==> src/rtl/vc_pkg.sv <==
package vc_pkg;
  typedef enum logic [1:0] {
    VC_IDLE   = 2'd0,
    VC_INSERT = 2'd1,
    VC_SWAP   = 2'd2,
    VC_DROP   = 2'd3
  } vc_op_e;
endpackage

==> src/rtl/vc_store.sv <==
module vc_store #(
  parameter int N  = 4,
  parameter int AW = 26,
  parameter int DW = 64,
  parameter int IW = 2
) (
  input  logic          clk,
  input  logic          rst_n,
  input  logic          wr_en,
  input  logic [IW-1:0] wr_idx,
  input  logic [AW-1:0] wr_addr,
  input  logic [DW-1:0] wr_data,
  input  logic          wr_dirty,
  input  logic          clr_en,
  input  logic [IW-1:0] clr_idx,
  output logic [N-1:0]  valid_o,
  output logic [N-1:0]  dirty_o,
  output logic [AW-1:0] tag_o  [N],
  output logic [DW-1:0] data_o [N]
);
  for (genvar i = 0; i < N; i++) begin : g_entry
    logic wr_here, clr_here;
    assign wr_here  = wr_en  && (wr_idx  == IW'(i));
    assign clr_here = clr_en && (clr_idx == IW'(i));

    always_ff @(posedge clk) begin
      if (!rst_n) begin
        valid_o[i] <= 1'b0;
        dirty_o[i] <= 1'b0;
        tag_o[i]   <= '0;
        data_o[i]  <= '0;
      end else if (wr_here) begin
        valid_o[i] <= 1'b1;
        dirty_o[i] <= wr_dirty;
        tag_o[i]   <= wr_addr;
        data_o[i]  <= wr_data;
      end else if (clr_here) begin
        valid_o[i] <= 1'b0;
        dirty_o[i] <= 1'b0;
      end
    end
  end

  // an emptied slot reads as empty on the next cycle
  a_r6_drop_clears: assert property (@(posedge clk) disable iff (!rst_n)
    (clr_en && !wr_en) |=> !valid_o[$past(clr_idx)]);
endmodule

==> src/rtl/vc_match.sv <==
module vc_match #(
  parameter int N  = 4,
  parameter int AW = 26,
  parameter int IW = 2
) (
  input  logic          clk,
  input  logic          rst_n,
  input  logic          en,
  input  logic [AW-1:0] key,
  input  logic [N-1:0]  valid,
  input  logic [AW-1:0] tags [N],
  output logic [N-1:0]  match_vec,
  output logic          hit,
  output logic [IW-1:0] idx
);
  function automatic logic [IW-1:0] encode(input logic [N-1:0] v);
    logic [IW-1:0] r;
    r = '0;
    for (int k = 0; k < N; k++) if (v[k]) r = IW'(k);
    return r;
  endfunction

  for (genvar i = 0; i < N; i++) begin : g_cmp
    assign match_vec[i] = en && valid[i] && (tags[i] == key);
  end

  assign hit = |match_vec;
  assign idx = encode(match_vec);

  // one address lives in at most one slot
  a_r2_single_match: assert property (@(posedge clk) disable iff (!rst_n)
    $onehot0(match_vec));
endmodule

==> src/rtl/vc_repl.sv <==
module vc_repl #(
  parameter int N  = 4,
  parameter int IW = 2
) (
  input  logic          clk,
  input  logic          rst_n,
  input  logic [N-1:0]  valid,
  input  logic          touch_en,
  input  logic [IW-1:0] touch_idx,
  input  logic          retire_en,
  input  logic [IW-1:0] retire_idx,
  output logic          full,
  output logic [IW-1:0] victim_idx
);
  localparam logic [IW-1:0] OLDEST = IW'(N - 1);

  logic [IW-1:0] rank_q [N];
  logic [IW-1:0] free_idx, old_idx;
  logic [IW-1:0] touch_rank, retire_rank;

  function automatic logic [IW-1:0] lowest_free(input logic [N-1:0] v);
    logic [IW-1:0] r;
    r = '0;
    for (int k = N - 1; k >= 0; k--) if (!v[k]) r = IW'(k);
    return r;
  endfunction

  always_comb begin
    old_idx = '0;
    for (int k = 0; k < N; k++) if (rank_q[k] == OLDEST) old_idx = IW'(k);
  end

  assign full        = &valid;
  assign free_idx    = lowest_free(valid);
  assign victim_idx  = full ? old_idx : free_idx;
  assign touch_rank  = rank_q[touch_idx];
  assign retire_rank = rank_q[retire_idx];

  for (genvar i = 0; i < N; i++) begin : g_rank
    always_ff @(posedge clk) begin
      if (!rst_n) begin
        rank_q[i] <= IW'(i);
      end else if (touch_en) begin
        if (touch_idx == IW'(i))          rank_q[i] <= '0;
        else if (rank_q[i] < touch_rank)  rank_q[i] <= rank_q[i] + 1'b1;
      end else if (retire_en) begin
        if (retire_idx == IW'(i))         rank_q[i] <= OLDEST;
        else if (rank_q[i] > retire_rank) rank_q[i] <= rank_q[i] - 1'b1;
      end
    end
  end

  for (genvar v = 0; v < N; v++) begin : g_uniq
    logic [N-1:0] holds;
    for (genvar k = 0; k < N; k++) begin : g_eq
      assign holds[k] = (rank_q[k] == IW'(v));
    end
    // age ranks stay a permutation, so exactly one oldest exists
    a_r7_rank_unique: assert property (@(posedge clk) disable iff (!rst_n)
      $onehot(holds));
  end
endmodule

==> src/rtl/victim_buffer.sv <==
module victim_buffer #(
  parameter int ENTRIES = 4,
  parameter int ADDR_W  = 26,
  parameter int LINE_W  = 64,
  localparam int IDX_W  = $clog2(ENTRIES)
) (
  input  logic              clk,
  input  logic              rst_n,
  input  logic              lk_valid,
  input  logic [ADDR_W-1:0] lk_addr,
  output logic              lk_hit,
  output logic [IDX_W-1:0]  lk_idx,
  output logic [LINE_W-1:0] swap_data,
  output logic              swap_dirty,
  input  logic              ins_valid,
  input  logic [ADDR_W-1:0] ins_addr,
  input  logic [LINE_W-1:0] ins_data,
  input  logic              ins_dirty,
  output logic              wb_valid,
  output logic [ADDR_W-1:0] wb_addr,
  output logic [LINE_W-1:0] wb_data
);
  import vc_pkg::*;

  logic [ENTRIES-1:0] valid_w, dirty_w, match_w;
  logic [ADDR_W-1:0]  tag_w  [ENTRIES];
  logic [LINE_W-1:0]  data_w [ENTRIES];
  logic               full_w;
  logic [IDX_W-1:0]   victim_w, wr_idx_w;
  vc_op_e             op_w;
  logic               push_out_w;

  vc_match #(.N(ENTRIES), .AW(ADDR_W), .IW(IDX_W)) u_match (
    .clk(clk), .rst_n(rst_n), .en(lk_valid), .key(lk_addr),
    .valid(valid_w), .tags(tag_w),
    .match_vec(match_w), .hit(lk_hit), .idx(lk_idx)
  );

  always_comb begin
    if (lk_hit && ins_valid)  op_w = VC_SWAP;
    else if (lk_hit)          op_w = VC_DROP;
    else if (ins_valid)       op_w = VC_INSERT;
    else                      op_w = VC_IDLE;
  end

  assign wr_idx_w   = (op_w == VC_SWAP) ? lk_idx : victim_w;
  assign push_out_w = (op_w == VC_INSERT) && full_w;

  vc_store #(.N(ENTRIES), .AW(ADDR_W), .DW(LINE_W), .IW(IDX_W)) u_store (
    .clk(clk), .rst_n(rst_n),
    .wr_en(ins_valid), .wr_idx(wr_idx_w), .wr_addr(ins_addr),
    .wr_data(ins_data), .wr_dirty(ins_dirty),
    .clr_en(op_w == VC_DROP), .clr_idx(lk_idx),
    .valid_o(valid_w), .dirty_o(dirty_w), .tag_o(tag_w), .data_o(data_w)
  );

  vc_repl #(.N(ENTRIES), .IW(IDX_W)) u_repl (
    .clk(clk), .rst_n(rst_n), .valid(valid_w),
    .touch_en(ins_valid), .touch_idx(wr_idx_w),
    .retire_en(op_w == VC_DROP), .retire_idx(lk_idx),
    .full(full_w), .victim_idx(victim_w)
  );

  assign swap_data  = data_w[lk_idx];
  assign swap_dirty = dirty_w[lk_idx];
  assign wb_valid   = push_out_w && dirty_w[victim_w];
  assign wb_addr    = tag_w[victim_w];
  assign wb_data    = data_w[victim_w];

  // the swapped-in line occupies the slot that hit
  a_r5_swap_lands_in_hit_slot: assert property (@(posedge clk) disable iff (!rst_n)
    (op_w == VC_SWAP) |=> (valid_w[$past(lk_idx)] && tag_w[$past(lk_idx)] == $past(ins_addr)));
  // write-back only when a full buffer takes a fresh line
  a_r8_wb_needs_full_insert: assert property (@(posedge clk) disable iff (!rst_n)
    wb_valid |-> (ins_valid && !lk_hit && (&valid_w)));
  // no hit without a lookup request
  a_r10_idle_no_hit: assert property (@(posedge clk) disable iff (!rst_n)
    !lk_valid |-> !lk_hit);
  // a cycle with neither hit nor insert leaves occupancy alone
  a_r4_miss_keeps_state: assert property (@(posedge clk) disable iff (!rst_n)
    (!lk_hit && !ins_valid) |=> $stable(valid_w));
endmodule

==> config.mk <==
export PLATFORM = sky130hd
export DESIGN_NAME = victim_buffer
export DESIGN_NICKNAME = d
export VERILOG_FILES = /design/src/rtl/vc_pkg.sv /design/src/rtl/vc_store.sv /design/src/rtl/vc_match.sv /design/src/rtl/vc_repl.sv /design/src/rtl/victim_buffer.sv
export SDC_FILE = /design/constraint.sdc
export NUM_CORES = 1
export LEC_CHECK = 0
export BUFFER_PORTS_ARGS = -buffer_cell sky130_fd_sc_hd__buf_2
export CORE_ASPECT_RATIO = 0.9
export CORE_UTILIZATION = 43
export DETAILED_ROUTE_END_ITERATION = 16
export PLACE_DENSITY = 0.67
export SETUP_SLACK_MARGIN = 0.15
export SLEW_MARGIN = 20
export SYNTH_ARGS = -nofsm -noshare
export SYNTH_HDL_FRONTEND = slang
export SYNTH_SLANG_ARGS = --single-unit
==> constraint.sdc <==
create_clock -name clk -period 4 [get_ports clk]
set_input_delay 0.2 -clock clk [delete_from_list [all_inputs] [get_ports clk]]
set_output_delay 0.2 -clock clk [all_outputs]
set_load 0.02 [all_outputs]
==> impl_metrics.ini <==
[grt]
grt_pass1_vias = 17900
antenna_found_initial = 5
track_usage = 0.280
grt_pass1_wl_um = 101000
grt_overflow = 0
grt_max_degree = 171

[worst_setup_path]
worstSetupStartpointType = flip-flop
startpoint = u_store.tag_o[77]
cpPeakStageDelay_ns = 0.62
rr_startpoint = u_store.tag_o[0]
critPathKind = reg -> out
endpoint_kind = output pin
worstPathRequired_ns = 3.80
cpMaxStageDelayCell = clkbuf_8
critPathArrivalTime_ns = 3.50
cp_cell_sequence = xor2_1, nor4_1, nand4_1, nor2_4, clkbuf_8, mux2i_1, nand2_1, o21ai_0, o21ai_0, buf_2
cp_common_cell = o21ai_0
cp_max_fo = 51

[power]
combPwrFrac = 0.153
ir_worst_vdd_mv = 0.257
p_leak_nw = 9.04
p_seq_frac = 0.424
clkPwrFrac = 0.423
intPower_mw = 6.80
power.density_mw_per_mm2 = 398
switching_share = 0.278
p_sw_mw = 2.62

[routing]
drtAntennaViolNets = 0
drt-total-wl_um = 65700
drc_errors = 0
post_drt_wl_per_cell_um = 19.8
vias = 18700
dr.pass1.iters = 5
routed_via_density = 5.62
drt-initial-drc-count = 1554

[place]
placed_cell_area_mm2 = 0.0212
io_buffers = 279
dp_hpwl_um = 41600
routabilityCongestion = 0.992

[synth]
yosysUniqueCellTypes = 63
synth_edf_count = 8
yosysSeqAreaShare = 0.395
postSynthCellCount = 2404
ys_seq_elements = 376
ys.flop_type = dfxtp_1
yosysWarnings = 0
syn_nets = 2536
syn_area_mm2 = 0.0192
async_flop_share = 0
syn_avg_cell_area_um2 = 8.00

[timing]
maxSlewHeadroom = 0.314
rsz0062_at_grt = false
final-max-slew-violation-count = 0
fin_worst_skew_ns = 0.0260
whs_ns = 0.136
tightestPinTransition_ns = 1.03
finalCritPeriodShare = 0.925
setup_viol = 0
period_minus_slack_ns = 3.70
max_clock_freq_mhz = 270
tns_ns = 0
hold_violations = 0

[clock_tree]
clk_pin_slew_worst_paths_ns = 0.06
cts_max_path_buffers = 3
root_buffer = clkbuf_16
cts_tree = done
h-tree-depth = 2
cts_buffers = 42
clock-sinks = 376
clkLatencyLatePin_ns = 0.58

[die]
start_util = 0.436
core_mm2 = 0.0441
die_width_um = 225
fp-row-count = 73
die_area_mm2 = 0.0456
die_h_um = 203
io_pins = 280

[layout]
drive_above_1_share = 0.192
fill_cells = 4097
area_growth_pct = 23.1
final_area_mm2 = 0.0237
nNetsFinal = 2820

[outcome]
outcome = completed

[worst_hold_path]
hold_class = in -> reg
hp-start = rst_n

[flow_run]
cap_viol_max_count = 0
-- repair_timing --
item | in CTS | in global routing
hold buffers | 91 | 0
gates cloned | 0 | 1
pin swaps | 0 | 2
resized for setup | 4 | 10
endpoints found under the hold margin | 364 | 0
setup endpoints to repair | 64 | 42
buffers inserted | 0 | 7
-- path summary, 6_finish.rpt --
kind	depth (start not counted)	end	slack [ns]
max	10	swap_data[63]	0.30
min	2	u_repl.rank_q[0][1]	0.14
max reg2reg	10	u_repl.rank_q[1][1]	0.31
min reg2reg	2	u_store.data_o[124]	0.46
-- layout make-up --
| class | instances | area [um^2] | share of cell area |
|---|---|---|---|
| Antenna cell | 5 | 12.5 | 0.000528 |
| Clock buffer | 57 | 1200 | 0.0506 |
| Clock inverter | 17 | 215 | 0.00909 |
| Inverter | 13 | 56.3 | 0.00238 |
| Multi-Input combinational cell | 1834 | 10900 | 0.460 |
| Sequential cell | 376 | 7610 | 0.321 |
| Tap cell | 600 | 751 | 0.0317 |
| Timing Repair Buffer | 421 | 2940 | 0.124 |
-- worst max-delay path, delay by kind of cell, from the launching register on --
family	cells	cell delay [ns]
buffers and inverters	2	0.84
flip-flops	1	0.42
multiplexers	1	0.16
AO/OA/AOI/OAI	2	0.39
AND/OR/NAND/NOR	4	0.91
XOR/XNOR	1	0.17
-- kinds of logic after synthesis --
| kind of cell | share of synthesized area |
|---|---|
| compound gates | 0.153 |
| xor+xnor | 0.0478 |
| fa+ha+maj | 0.00885 |
| buf+inv | 0.0440 |
| flops | 0.395 |
| mux | 0.143 |
| simple gates | 0.208 |
-- per-stage QoR --
| step | util | power (mW) | instances | worst slack (ns) |
|---|---|---|---|---|
| 3_5_place_dp | 0.481 | 5.41 | 3145 | 0.165 |
| 3_3_place_gp | 0.481 | 5.38 | 3145 | 0.268 |
| 5_1_grt | 0.537 | 9.78 | 3323 | 0.154 |
| 4_1_cts | 0.535 | 9.48 | 3310 | 0.156 |
| 2_1_floorplan | - | 4.89 | 2404 | 0.476 |
| 6_report | 0.537 | 9.42 | 3323 | 0.298 |
-- synth_stat cells (3+ instances only) --
cell | count | area share
nand3_1 | 18 | 0.0047
dfxtp_1 | 368 | 0.38
buf_1 | 14 | 0.0027
clkbuf_1 | 99 | 0.019
nor2b_1 | 4 | 0.0013
buf_4 | 9 | 0.0035
nor2_1 | 21 | 0.0041
mux2i_1 | 68 | 0.035
edfxtp_1 | 8 | 0.012
nand2_1 | 875 | 0.17
o21a_1 | 3 | 0.0012
a21oi_1 | 380 | 0.099
o21ai_0 | 145 | 0.038
xor2_1 | 94 | 0.043
nor3_1 | 6 | 0.0016
and3_1 | 3 | 0.00098
nor4_1 | 35 | 0.011
mux4_2 | 91 | 0.11
xnor2_1 | 11 | 0.0050
inv_1 | 13 | 0.0025
a32oi_1 | 4 | 0.0018
a31oi_1 | 4 | 0.0013
buf_2 | 59 | 0.015
nand4_1 | 8 | 0.0026
ha_1 | 11 | 0.0072
or3_1 | 3 | 0.00098
-- power groups by stage --
| stage | registers, mW | clock network (mW) | logic [mW] |
|---|---|---|---|
| finish | 3.99 | 3.99 | 1.44 |
| global route | 4.01 | 4.23 | 1.54 |
| CTS | 3.99 | 4.06 | 1.42 |
| detailed placement | 4.07 | 0 | 1.34 |
| global placement | 4.06 | 0 | 1.32 |
| floorplan | 4.03 | 0 | 0.858 |
-- placed cells by master (no fill, tap or decap), types with 5 or more instances in the layout --
cell and n:
mux4_2 91, buf_4 28, clkinv_2 9, ha_1 11, clkbuf_16 43, xnor2_1 11, clkbuf_8 8, buf_2 279
diode_2 5, buf_12 18, nor4_1 33, dlygate4sd3_1 91, dfxtp_1 368, clkbuf_1 7, nand3_1 17, a21oi_1 379
nor3_1 6, mux2i_1 68, edfxtp_1 8, nand4_1 8, inv_1 12, xor2_1 94, nor2_1 20, nand2_1 873
o21ai_0 143
-- state kept, by name (all words and copies together) (netlist names) --
| name | flops |
|---|---|
| u_store.tag_o | 104 |
| u_store.data_o | 256 |
| u_store.valid_o | 4 |
| u_store.dirty_o | 4 |
| u_repl.rank_q | 8 |
-- routing by layer --
metal | routed length (um) | share of wire | vias to the layer above | track usage
met1 | 28100 | 0.43 | 8923 | 0.376
met3 | 5310 | 0.081 | 136 | 0.0453
met2 | 30200 | 0.46 | 811 | 0.451
met5 | 0 | 0 | - | 0
li1 | - | - | 8799 | -
met4 | 2140 | 0.033 | 0 | 0.107
(Power assumes the default switching activity.)
